## src/rtl/uart_rf_pkg.sv

```systemverilog
package uart_rf_pkg;
  localparam logic [2:0] OFS_DATA = 3'd0;
  localparam logic [2:0] OFS_IER  = 3'd1;
  localparam logic [2:0] OFS_IIR  = 3'd2;
  localparam logic [2:0] OFS_LCR  = 3'd3;
  localparam logic [2:0] OFS_MCR  = 3'd4;
  localparam logic [2:0] OFS_LSR  = 3'd5;
  localparam logic [2:0] OFS_MSR  = 3'd6;
  localparam logic [2:0] OFS_SCR  = 3'd7;

  // interrupt enable bit positions
  localparam int EN_RX    = 0;
  localparam int EN_THRE  = 1;
  localparam int EN_LINE  = 2;
  localparam int EN_MODEM = 3;

  typedef enum logic [3:0] {
    CAUSE_MODEM = 4'h0,
    CAUSE_NONE  = 4'h1,
    CAUSE_THRE  = 4'h2,
    CAUSE_LINE  = 4'h6,
    CAUSE_RX    = 4'hC
  } cause_e;
endpackage

```

## src/rtl/uart_rx_fifo.sv

```systemverilog
module uart_rx_fifo #(
  parameter int DEPTH = 16,
  parameter int W     = 8
) (
  input  logic         clk,
  input  logic         rst_n,
  input  logic         flush,
  input  logic         deep_mode,
  input  logic         push,
  input  logic [W-1:0] push_data,
  input  logic         pop,
  output logic [W-1:0] head,
  output logic         full,
  output logic         empty
);
  localparam int PTR_W = (DEPTH > 1) ? $clog2(DEPTH) : 1;
  localparam int CNT_W = $clog2(DEPTH + 1);
  localparam logic [PTR_W-1:0] LAST = PTR_W'(DEPTH - 1);
  localparam logic [CNT_W-1:0] CAP  = CNT_W'(DEPTH);

  logic [W-1:0]     store [DEPTH];
  logic [PTR_W-1:0] wp, rp;
  logic [CNT_W-1:0] count;

  function automatic logic [PTR_W-1:0] step(input logic [PTR_W-1:0] p);
    return (p == LAST) ? '0 : p + 1'b1;
  endfunction

  assign empty = (count == '0);
  assign full  = deep_mode ? (count == CAP) : !empty;
  assign head  = store[rp];

  always_ff @(posedge clk) begin
    if (push && !flush) store[wp] <= push_data;
  end

  always_ff @(posedge clk or negedge rst_n) begin
    if (!rst_n) begin
      wp <= '0; rp <= '0; count <= '0;
    end else if (flush) begin
      wp <= '0; rp <= '0; count <= '0;
    end else begin
      if (push) wp <= step(wp);
      if (pop)  rp <= step(rp);
      case ({push, pop})
        2'b10:   count <= count + 1'b1;
        2'b01:   count <= count - 1'b1;
        default: count <= count;
      endcase
    end
  end

  assert_no_overflow_R9: assert property (@(posedge clk) disable iff (!rst_n)
    push |-> !full);
  assert_no_underflow_R9: assert property (@(posedge clk) disable iff (!rst_n)
    pop |-> !empty);
  assert_count_bound_R9: assert property (@(posedge clk) disable iff (!rst_n)
    count <= CAP);
endmodule

```

## src/rtl/uart_modem_status.sv

```systemverilog
module uart_modem_status (
  input  logic       clk,
  input  logic       rst_n,
  input  logic       ctl_wr,
  input  logic [4:0] ctl_new,
  input  logic       stat_rd,
  output logic [7:0] stat
);
  // level order: [0]=cts [1]=dsr [2]=ri [3]=dcd
  logic [3:0] level_q, level_d;
  // delta order: [0]=cts chg [1]=dsr chg [2]=ri fell [3]=dcd chg
  logic [3:0] delta_q, delta_new;

  always_comb begin
    level_d   = {4{ctl_new[4]}} & {ctl_new[3], ctl_new[2], ctl_new[0], ctl_new[1]};
    delta_new = {level_d[3] ^ level_q[3],
                 level_q[2] & ~level_d[2],
                 level_d[1] ^ level_q[1],
                 level_d[0] ^ level_q[0]};
  end

  always_ff @(posedge clk or negedge rst_n) begin
    if (!rst_n) begin
      level_q <= '0;
      delta_q <= '0;
    end else if (ctl_wr) begin
      level_q <= level_d;
      delta_q <= delta_q | delta_new;
    end else if (stat_rd) begin
      delta_q <= '0;
    end
  end

  assign stat = {level_q, delta_q};

  assert_delta_clear_on_read_R11: assert property (@(posedge clk) disable iff (!rst_n)
    (stat_rd && !ctl_wr) |=> (stat[3:0] == 4'h0));
  assert_loop_off_levels_zero_R11: assert property (@(posedge clk) disable iff (!rst_n)
    (ctl_wr && !ctl_new[4]) |=> (stat[7:4] == 4'h0));
endmodule

```

## src/rtl/uart_irq_prio.sv

```systemverilog
module uart_irq_prio
  import uart_rf_pkg::*;
(
  input  logic [3:0] enable,
  input  logic       overrun,
  input  logic       rx_avail,
  input  logic       thre_pend,
  input  logic       modem_delta,
  output cause_e     cause,
  output logic       active
);
  always_comb begin
    if (overrun && enable[EN_LINE])            cause = CAUSE_LINE;
    else if (rx_avail && enable[EN_RX])        cause = CAUSE_RX;
    else if (thre_pend && enable[EN_THRE])     cause = CAUSE_THRE;
    else if (modem_delta && enable[EN_MODEM])  cause = CAUSE_MODEM;
    else                                       cause = CAUSE_NONE;
  end
  assign active = (cause != CAUSE_NONE);
endmodule

```

## src/rtl/uart_regfile.sv

```systemverilog
module uart_regfile
  import uart_rf_pkg::*;
#(
  parameter int ADDR_W     = 3,
  parameter int FIFO_DEPTH = 16,
  parameter int DIV_RESET  = 12
) (
  input  logic              clk,
  input  logic              rst_n,
  input  logic              bus_req,
  input  logic              bus_we,
  input  logic [ADDR_W-1:0] bus_addr,
  input  logic [7:0]        bus_wdata,
  output logic [7:0]        bus_rdata,
  input  logic              rx_valid,
  output logic              rx_ready,
  input  logic [7:0]        rx_data,
  output logic              tx_valid,
  output logic [7:0]        tx_data,
  output logic              irq
);
  localparam logic [15:0] DIV_INIT = 16'(DIV_RESET);

  logic [3:0] ier_q;
  logic [7:0] lcr_q, scr_q, dll_q, dlh_q;
  logic [4:0] mcr_q;
  logic       fifo_en_q, oe_q, thre_q;

  // address window
  logic in_win;
  generate
    if (ADDR_W > 3) begin : g_wide
      assign in_win = (bus_addr[ADDR_W-1:3] == '0);
    end else begin : g_exact
      assign in_win = 1'b1;
    end
  endgenerate

  logic [2:0] ofs;
  logic dlab, loop, wr_ok, rd_ok, sel_dl;
  assign ofs    = bus_addr[2:0];
  assign dlab   = lcr_q[7];
  assign loop   = mcr_q[4];
  assign wr_ok  = bus_req &  bus_we & in_win;
  assign rd_ok  = bus_req & ~bus_we & in_win;
  assign sel_dl = dlab & ((ofs == OFS_DATA) | (ofs == OFS_IER));

  logic data_wr, data_rd, ier_wr, fcr_wr, iir_rd, lcr_wr, mcr_wr;
  logic lsr_rd, msr_rd, scr_wr, dll_wr, dlh_wr;
  assign data_wr = wr_ok & ~sel_dl & (ofs == OFS_DATA);
  assign data_rd = rd_ok & ~sel_dl & (ofs == OFS_DATA);
  assign ier_wr  = wr_ok & ~sel_dl & (ofs == OFS_IER);
  assign dll_wr  = wr_ok & dlab & (ofs == OFS_DATA);
  assign dlh_wr  = wr_ok & dlab & (ofs == OFS_IER);
  assign fcr_wr  = wr_ok & (ofs == OFS_IIR);
  assign iir_rd  = rd_ok & (ofs == OFS_IIR);
  assign lcr_wr  = wr_ok & (ofs == OFS_LCR);
  assign mcr_wr  = wr_ok & (ofs == OFS_MCR);
  assign lsr_rd  = rd_ok & (ofs == OFS_LSR);
  assign msr_rd  = rd_ok & (ofs == OFS_MSR);
  assign scr_wr  = wr_ok & (ofs == OFS_SCR);

  // receive queue
  logic       ff_push, ff_pop, ff_flush, ff_full, ff_empty;
  logic [7:0] ff_pdata, ff_head;
  logic       lb_push, lb_ovf, line_push;

  assign lb_push   = data_wr & loop & ~ff_full;
  assign lb_ovf    = data_wr & loop &  ff_full;
  assign rx_ready  = loop | (~ff_full & ~fcr_wr);
  assign line_push = rx_valid & rx_ready & ~loop;
  assign ff_push   = lb_push | line_push;
  assign ff_pdata  = loop ? bus_wdata : rx_data;
  assign ff_pop    = data_rd & ~ff_empty;
  assign ff_flush  = fcr_wr & ((bus_wdata[0] != fifo_en_q) | (bus_wdata[0] & bus_wdata[1]));

  uart_rx_fifo #(.DEPTH(FIFO_DEPTH), .W(8)) u_fifo (
    .clk(clk), .rst_n(rst_n), .flush(ff_flush), .deep_mode(fifo_en_q),
    .push(ff_push), .push_data(ff_pdata), .pop(ff_pop),
    .head(ff_head), .full(ff_full), .empty(ff_empty)
  );

  // modem status
  logic [7:0] msr;
  uart_modem_status u_modem (
    .clk(clk), .rst_n(rst_n), .ctl_wr(mcr_wr), .ctl_new(bus_wdata[4:0]),
    .stat_rd(msr_rd), .stat(msr)
  );

  // interrupt cause
  cause_e cause;
  logic   cause_on;
  uart_irq_prio u_prio (
    .enable(ier_q), .overrun(oe_q), .rx_avail(~ff_empty), .thre_pend(thre_q),
    .modem_delta(|msr[3:0]), .cause(cause), .active(cause_on)
  );
  assign irq = cause_on;

  // transmit stream
  assign tx_valid = data_wr & ~loop;
  assign tx_data  = bus_wdata;

  // register state
  always_ff @(posedge clk or negedge rst_n) begin
    if (!rst_n) begin
      ier_q     <= '0;
      lcr_q     <= '0;
      mcr_q     <= '0;
      scr_q     <= '0;
      dll_q     <= DIV_INIT[7:0];
      dlh_q     <= DIV_INIT[15:8];
      fifo_en_q <= 1'b0;
      oe_q      <= 1'b0;
      thre_q    <= 1'b0;
    end else begin
      if (ier_wr) ier_q <= bus_wdata[3:0];
      if (lcr_wr) lcr_q <= bus_wdata;
      if (mcr_wr) mcr_q <= bus_wdata[4:0];
      if (scr_wr) scr_q <= bus_wdata;
      if (dll_wr) dll_q <= bus_wdata;
      if (dlh_wr) dlh_q <= bus_wdata;
      if (fcr_wr) fifo_en_q <= bus_wdata[0];
      if (lb_ovf)      oe_q <= 1'b1;
      else if (lsr_rd) oe_q <= 1'b0;
      if (data_wr)                            thre_q <= 1'b1;
      else if (iir_rd && cause == CAUSE_THRE) thre_q <= 1'b0;
    end
  end

  // read mux
  always_comb begin
    bus_rdata = 8'hFF;
    if (in_win) begin
      if (sel_dl) begin
        bus_rdata = (ofs == OFS_DATA) ? dll_q : dlh_q;
      end else begin
        case (ofs)
          OFS_DATA: bus_rdata = ff_empty ? 8'hFF : ff_head;
          OFS_IER:  bus_rdata = {4'h0, ier_q};
          OFS_IIR:  bus_rdata = {{2{fifo_en_q}}, 2'b00, cause};
          OFS_LCR:  bus_rdata = lcr_q;
          OFS_MCR:  bus_rdata = {3'b000, mcr_q};
          OFS_LSR:  bus_rdata = {1'b0, 1'b1, 1'b1, 3'b000, oe_q, ~ff_empty};
          OFS_MSR:  bus_rdata = msr;
          default:  bus_rdata = scr_q;
        endcase
      end
    end
  end

  assert_ier_low_nibble_R3: assert property (@(posedge clk) disable iff (!rst_n)
    ier_wr |=> (ier_q == $past(bus_wdata[3:0])));
  assert_irq_quiet_R5: assert property (@(posedge clk) disable iff (!rst_n)
    (ier_q == 4'h0) |-> !irq);
  assert_thre_set_R6: assert property (@(posedge clk) disable iff (!rst_n)
    data_wr |=> thre_q);
  assert_oe_clear_R8: assert property (@(posedge clk) disable iff (!rst_n)
    lsr_rd |=> !oe_q);
  assert_lb_overflow_R10: assert property (@(posedge clk) disable iff (!rst_n)
    lb_ovf |=> oe_q);
  assert_no_side_effect_R13: assert property (@(posedge clk) disable iff (!rst_n)
    !bus_req |=> ($stable(oe_q) && $stable(thre_q)));
  assert_divisor_mode_no_tx_R2: assert property (@(posedge clk) disable iff (!rst_n)
    dlab |-> !tx_valid);
endmodule

```

## config.mk

```make
export PLATFORM = sky130hd
export DESIGN_NAME = uart_regfile
export DESIGN_NICKNAME = d
export VERILOG_FILES = /design/src/rtl/uart_rf_pkg.sv /design/src/rtl/uart_rx_fifo.sv /design/src/rtl/uart_modem_status.sv /design/src/rtl/uart_irq_prio.sv /design/src/rtl/uart_regfile.sv
export SDC_FILE = /design/constraint.sdc
export NUM_CORES = 1
export LEC_CHECK = 0
export CAP_MARGIN = 20
export CORE_MARGIN = 3
export CORE_UTILIZATION = 54
export CTS_CLUSTER_SIZE = 16
export DETAILED_ROUTE_END_ITERATION = 16
export HOLD_SLACK_MARGIN = 0.08
export PLACE_DENSITY = 0.76
export SYNTH_ARGS = -nofsm -noshare
export SYNTH_HDL_FRONTEND = slang
export SYNTH_SLANG_ARGS = --single-unit
export TNS_END_PERCENT = 30
```

## constraint.sdc

```tcl
create_clock -name clk -period 2.6 [get_ports clk]
set_input_delay 0.52 -clock clk [delete_from_list [all_inputs] [get_ports clk]]
set_output_delay 0.52 -clock clk [all_outputs]
set_load 0.05 [all_outputs]
```

==> results by group, run 1 <==
Global route
  – GRT Total Usage: 24.34%
  – Gr ovfl total: 0
  – Largest net degree at the start of global routing: 42
  – Vias in the first global route: between 5,000 and 6,000
  – Global-route wire length before repair: around 33,000 µm
  – Antenna violations before repair: 0

Synth
  – Avg Inst Size Synth: ~14 µm²
  – #FFs+latches synth: ~190
  – Largest area contributor in the netlist: edfxtp_1
  – Register area share after synthesis: a little over three fifths
  – Synthesized Nets: 633
  – Ranking of synthesized cells by area: edfxtp_1 44%, dfrtp_1 18%, mux4_2 8.8%
  – Top_reg_cell synth: edfxtp_1
  – Synth Cell Area: around 8700 µm²
  – Synth unique cells: 60
  – EDFF count, synth: ~130
  – Post-synthesis async set-or-reset flop share: around 34%
  – Mapped Cells: ~600
  – Yosys top cell area share: around 44%
  – Syn. warnings: 0

Floorplanning
  – DIE WIDTH: 132.8 µm
  – Io pins: 43
  – Row count: 45
  – Die Ht: between 100 and 150 µm
  – Initial Util: a little under three fifths
  – Core area: 15,480 µm²
  – Full die area: about 18,000 µm²

Timing
  – Final min period: around 3.2 ns
  – Final period utilization: 122.0%
  – Unrepaired setup endpoints after global routing: yes
  – Least-Margin Pin Slew: 0.6954 ns
  – Final Slew Violations: 0
  – Skew final: ~0.0084 ns
  – Worst slew margin: a little over half
  – Final hold slack: around 0.093 ns
  – Final setup fails: 11
  – Setup slack after layout: -0.5726 ns
  – Max Freq: between 0.3 and 0.4 GHz
  – Final Hold Viols: 0

Routing
  – DRT iter0 DRCs: 420
  – Post-route ant nets: 0
  – First-pass DRT Iterations: 5
  – Avg WL per Cell: about 22 µm
  – Drt drc: 0
  – Vias: 5,752
  – WL final: approximately 21,000 µm
  – Vias per inst: around 6

Final layout
  – Commonest non-fill, non-tap cell in the layout: edfxtp_1
  – Fin nets: between 700 and 800
  – Layout cells sized above 1: between 30% and 40%
  – Core Util, Final: a little under three quarters
  – Finished Layout Cells: around 940
  – Diode count: 0
  – Fillers: 921
  – Area delta synth->final: 27.91%
  – Most frequent cells in the layout: 128 x edfxtp_1, 83 x buf_4, 62 x dfrtp_1, 57 x nand2_1, 55 x mux2_2

Pwr
  – Seq pwr share: 41.2%
  – P_sw: slightly below 3000 µW
  – Switching part of the total: 31.46%
  – Peak supply drop: about 0.00054 V
  – Clock share of power: around 29%
  – Power Dens Cells: ~850 nW/µm²
  – Pwr Total: 9472 µW
  – Internal: approximately 6500 µW
  – Combinational fraction of design power: a little under a third
  – Leakage: ~0.004 µW

CTS
  – CTS root buffer: clkbuf_16
  – Number of hold buffers added after CTS: 0
  – CTS H-tree lvls: 4
  – CTS tree: built
  – Reg clk slew, reported paths: around 0.070 ns
  – Clock Path Buffers: 2
  – Clock Latency Late Sink: between 0.4 and 0.5 ns
  – Clock sink total: between 150 and 200
  – Number of buffers created by CTS: 17

Placement
  – GPL Wtd Cong: between 0.9 and 1
  – Hpwl dp: between 10,000 and 15,000 µm
  – Dpl ws: -0.5669 ns
  – Buffers on Ports: between 40 and 50
  – DP Cell Count: 904

Critical path
  – Crit start category: flip-flop
  – Critical path type: reg -> out
  – CP endpoint kind: output pin
  – Worst-path fanout max: 3
  – CP Cell Sequence: or4_4, buf_6, o21ai_4, nand4_1, nor3_2, o22ai_1, buf_4, a21oi_4, buf_12
  – Largest stage delay on the critical path: about 0.58 ns
  – Cell at the slowest stage of the critical path: or4_4
  – Worst path required time: between 2 and 2.5 ns
  – Worst endpoint data arrival time: 2.65 ns

Min path
  – HP Class: in -> async

Status
  – Status: complete, but fails checks
  – Violated checks: setup timing

Run
  – Max Cap Viol: 0
[final timing paths]
path | start | to | slack (ns) | cells past startpoint
worst max-delay path | u_fifo.count[2]$_DFFE_PN0P_ | bus_rdata[0] | -0.57 | 9
worst min-delay path | rst_n | ier_q[3]$_DFFE_PN0P_ | 0.09 | 1
worst max register to register | u_fifo.count[2]$_DFFE_PN0P_ | u_fifo.count[4]$_DFFE_PN0P_ | -0.19 | 12
worst min register to register | lcr_q[4]$_DFFE_PN0P_ | lcr_q[4]$_DFFE_PN0P_ | 0.51 | 1
max in group asynchronous | rst_n | dll_q[2]$_DFFE_PN1P_ | 1.80 | 2
min in group clk | lcr_q[4]$_DFFE_PN0P_ | lcr_q[4]$_DFFE_PN0P_ | 0.51 | 1
[area by class of cell]
cell class / count / area [µm²] / share of cell area, %
timing repair buffer: 140 / 1436 / 12.94
clock inverter: 15 / 201.4 / 1.814
sequential: 193 / 5474 / 49.31
multi-input combinational: 360 / 3271 / 29.46
tap: 211 / 264.0 / 2.378
inverter: 8 / 30.03 / 0.2705
clock buffer: 17 / 425.4 / 3.832
[per-layer routing]
| metal | routed length [µm] | track usage, % | up-vias |
|---|---|---|---|
| li1 | - | - | 2525 |
| met2 | 10990 | 41.93 | 258 |
| met4 | 487 | 9.411 | 0 |
| met1 | 8093 | 29.61 | 2931 |
| met5 | 0 | 0 | - |
| met3 | 1299 | 6.160 | 38 |
[power groups by stage]
stage,sequential (µW),combinational (µW),clock [µW]
global placement,3930,2470,0
detailed placement,3950,2560,0
CTS,3890,2770,2750
global route,3930,3040,2860
floorplan,3880,1670,0
finish,3910,2850,2710
[kinds of logic after synthesis]
logic type | share of synthesized area, %
AO/OA/AOI/OAI | 7.092
XOR/XNOR | 0.9226
adder cells (fa/ha/maj) | 1.009
buffers and inverters | 2.797
flip-flops | 63.05
multiplexers | 17.02
AND/OR/NAND/NOR | 8.102
[synthesized netlist by cell type, drive strengths merged (2+ instances only)]
| cell type | instances |
|---|---|
| a21o | 2 |
| a21oi | 19 |
| a221o | 2 |
| a221oi | 2 |
| a22oi | 2 |
| a311oi | 5 |
| a31oi | 6 |
| and3 | 3 |
| buf | 20 |
| clkbuf | 21 |
| dfrtp | 63 |
| dfstp | 2 |
| edfxtp | 128 |
| ha | 7 |
| inv | 8 |
| mux2 | 55 |
| mux2i | 8 |
| mux4 | 34 |
| nand2 | 61 |
| nand2b | 6 |
| nand3 | 16 |
| nor2 | 36 |
| nor2b | 3 |
| nor3 | 12 |
| nor4 | 3 |
| o21ai | 39 |
| o22ai | 4 |
| o31ai | 10 |
| or4 | 3 |
| xnor2 | 2 |
| xor2 | 5 |
[sequential cells by signal, summed over array words and instances, names as in the netlist]
| signal | cells |
|---|---|
| u_fifo.rp | 4 |
| u_fifo.wp | 4 |
| u_fifo.count | 5 |
| dlh_q | 8 |
| dll_q | 8 |
| fifo_en_q | 1 |
| oe_q | 1 |
| lcr_q | 8 |
| thre_q | 1 |
| u_modem.level_q | 4 |
| ier_q | 4 |
| scr_q | 8 |
| u_fifo.store | 128 |
| mcr_q | 5 |
| u_modem.delta_q | 4 |
[repair_timing]
| action | 4_1_cts | 5_1_grt |
|---|---|---|
| resized for setup | 23 | 31 |
| pin swaps | 4 | 11 |
| gates cloned | 1 | 0 |
| setup endpoints to repair | 12 | 13 |
| buffers inserted | 6 | 2 |
| endpoints found under the hold margin | 0 | 0 |
[worst max-delay path, delay by kind of cell (launching register included)]
kind	cells	cell delay [ns]
buffers and inverters	3	0.45
and+or+nand+nor	3	0.94
DFF	1	0.39
AOI/OAI and AO/OA	3	0.41
[metrics by stage]
stage	TNS [ns]	instance area, µm²
after floorplan	-1.892	8820
after global placement	-15.52	10170
after detailed placement	-20.53	10170
after CTS	-5.233	10960
after global routing	-5.670	11100
final	-4.860	11100
No activity file was read; power rests on OpenSTA's default activity.
==> run 2, diff against run 1 <==
Settings changed: CTS_CLUSTER_DIAMETER set to 200.
==> results of run 2 <==
The final DEF is identical to that of run 1; final timing and power are the same.
==> run 3, diff against run 2 <==
Settings changed: GPL_ROUTABILITY_DRIVEN set to 1.
==> results of run 3 <==
The final DEF is identical to that of run 1; final timing and power are the same.
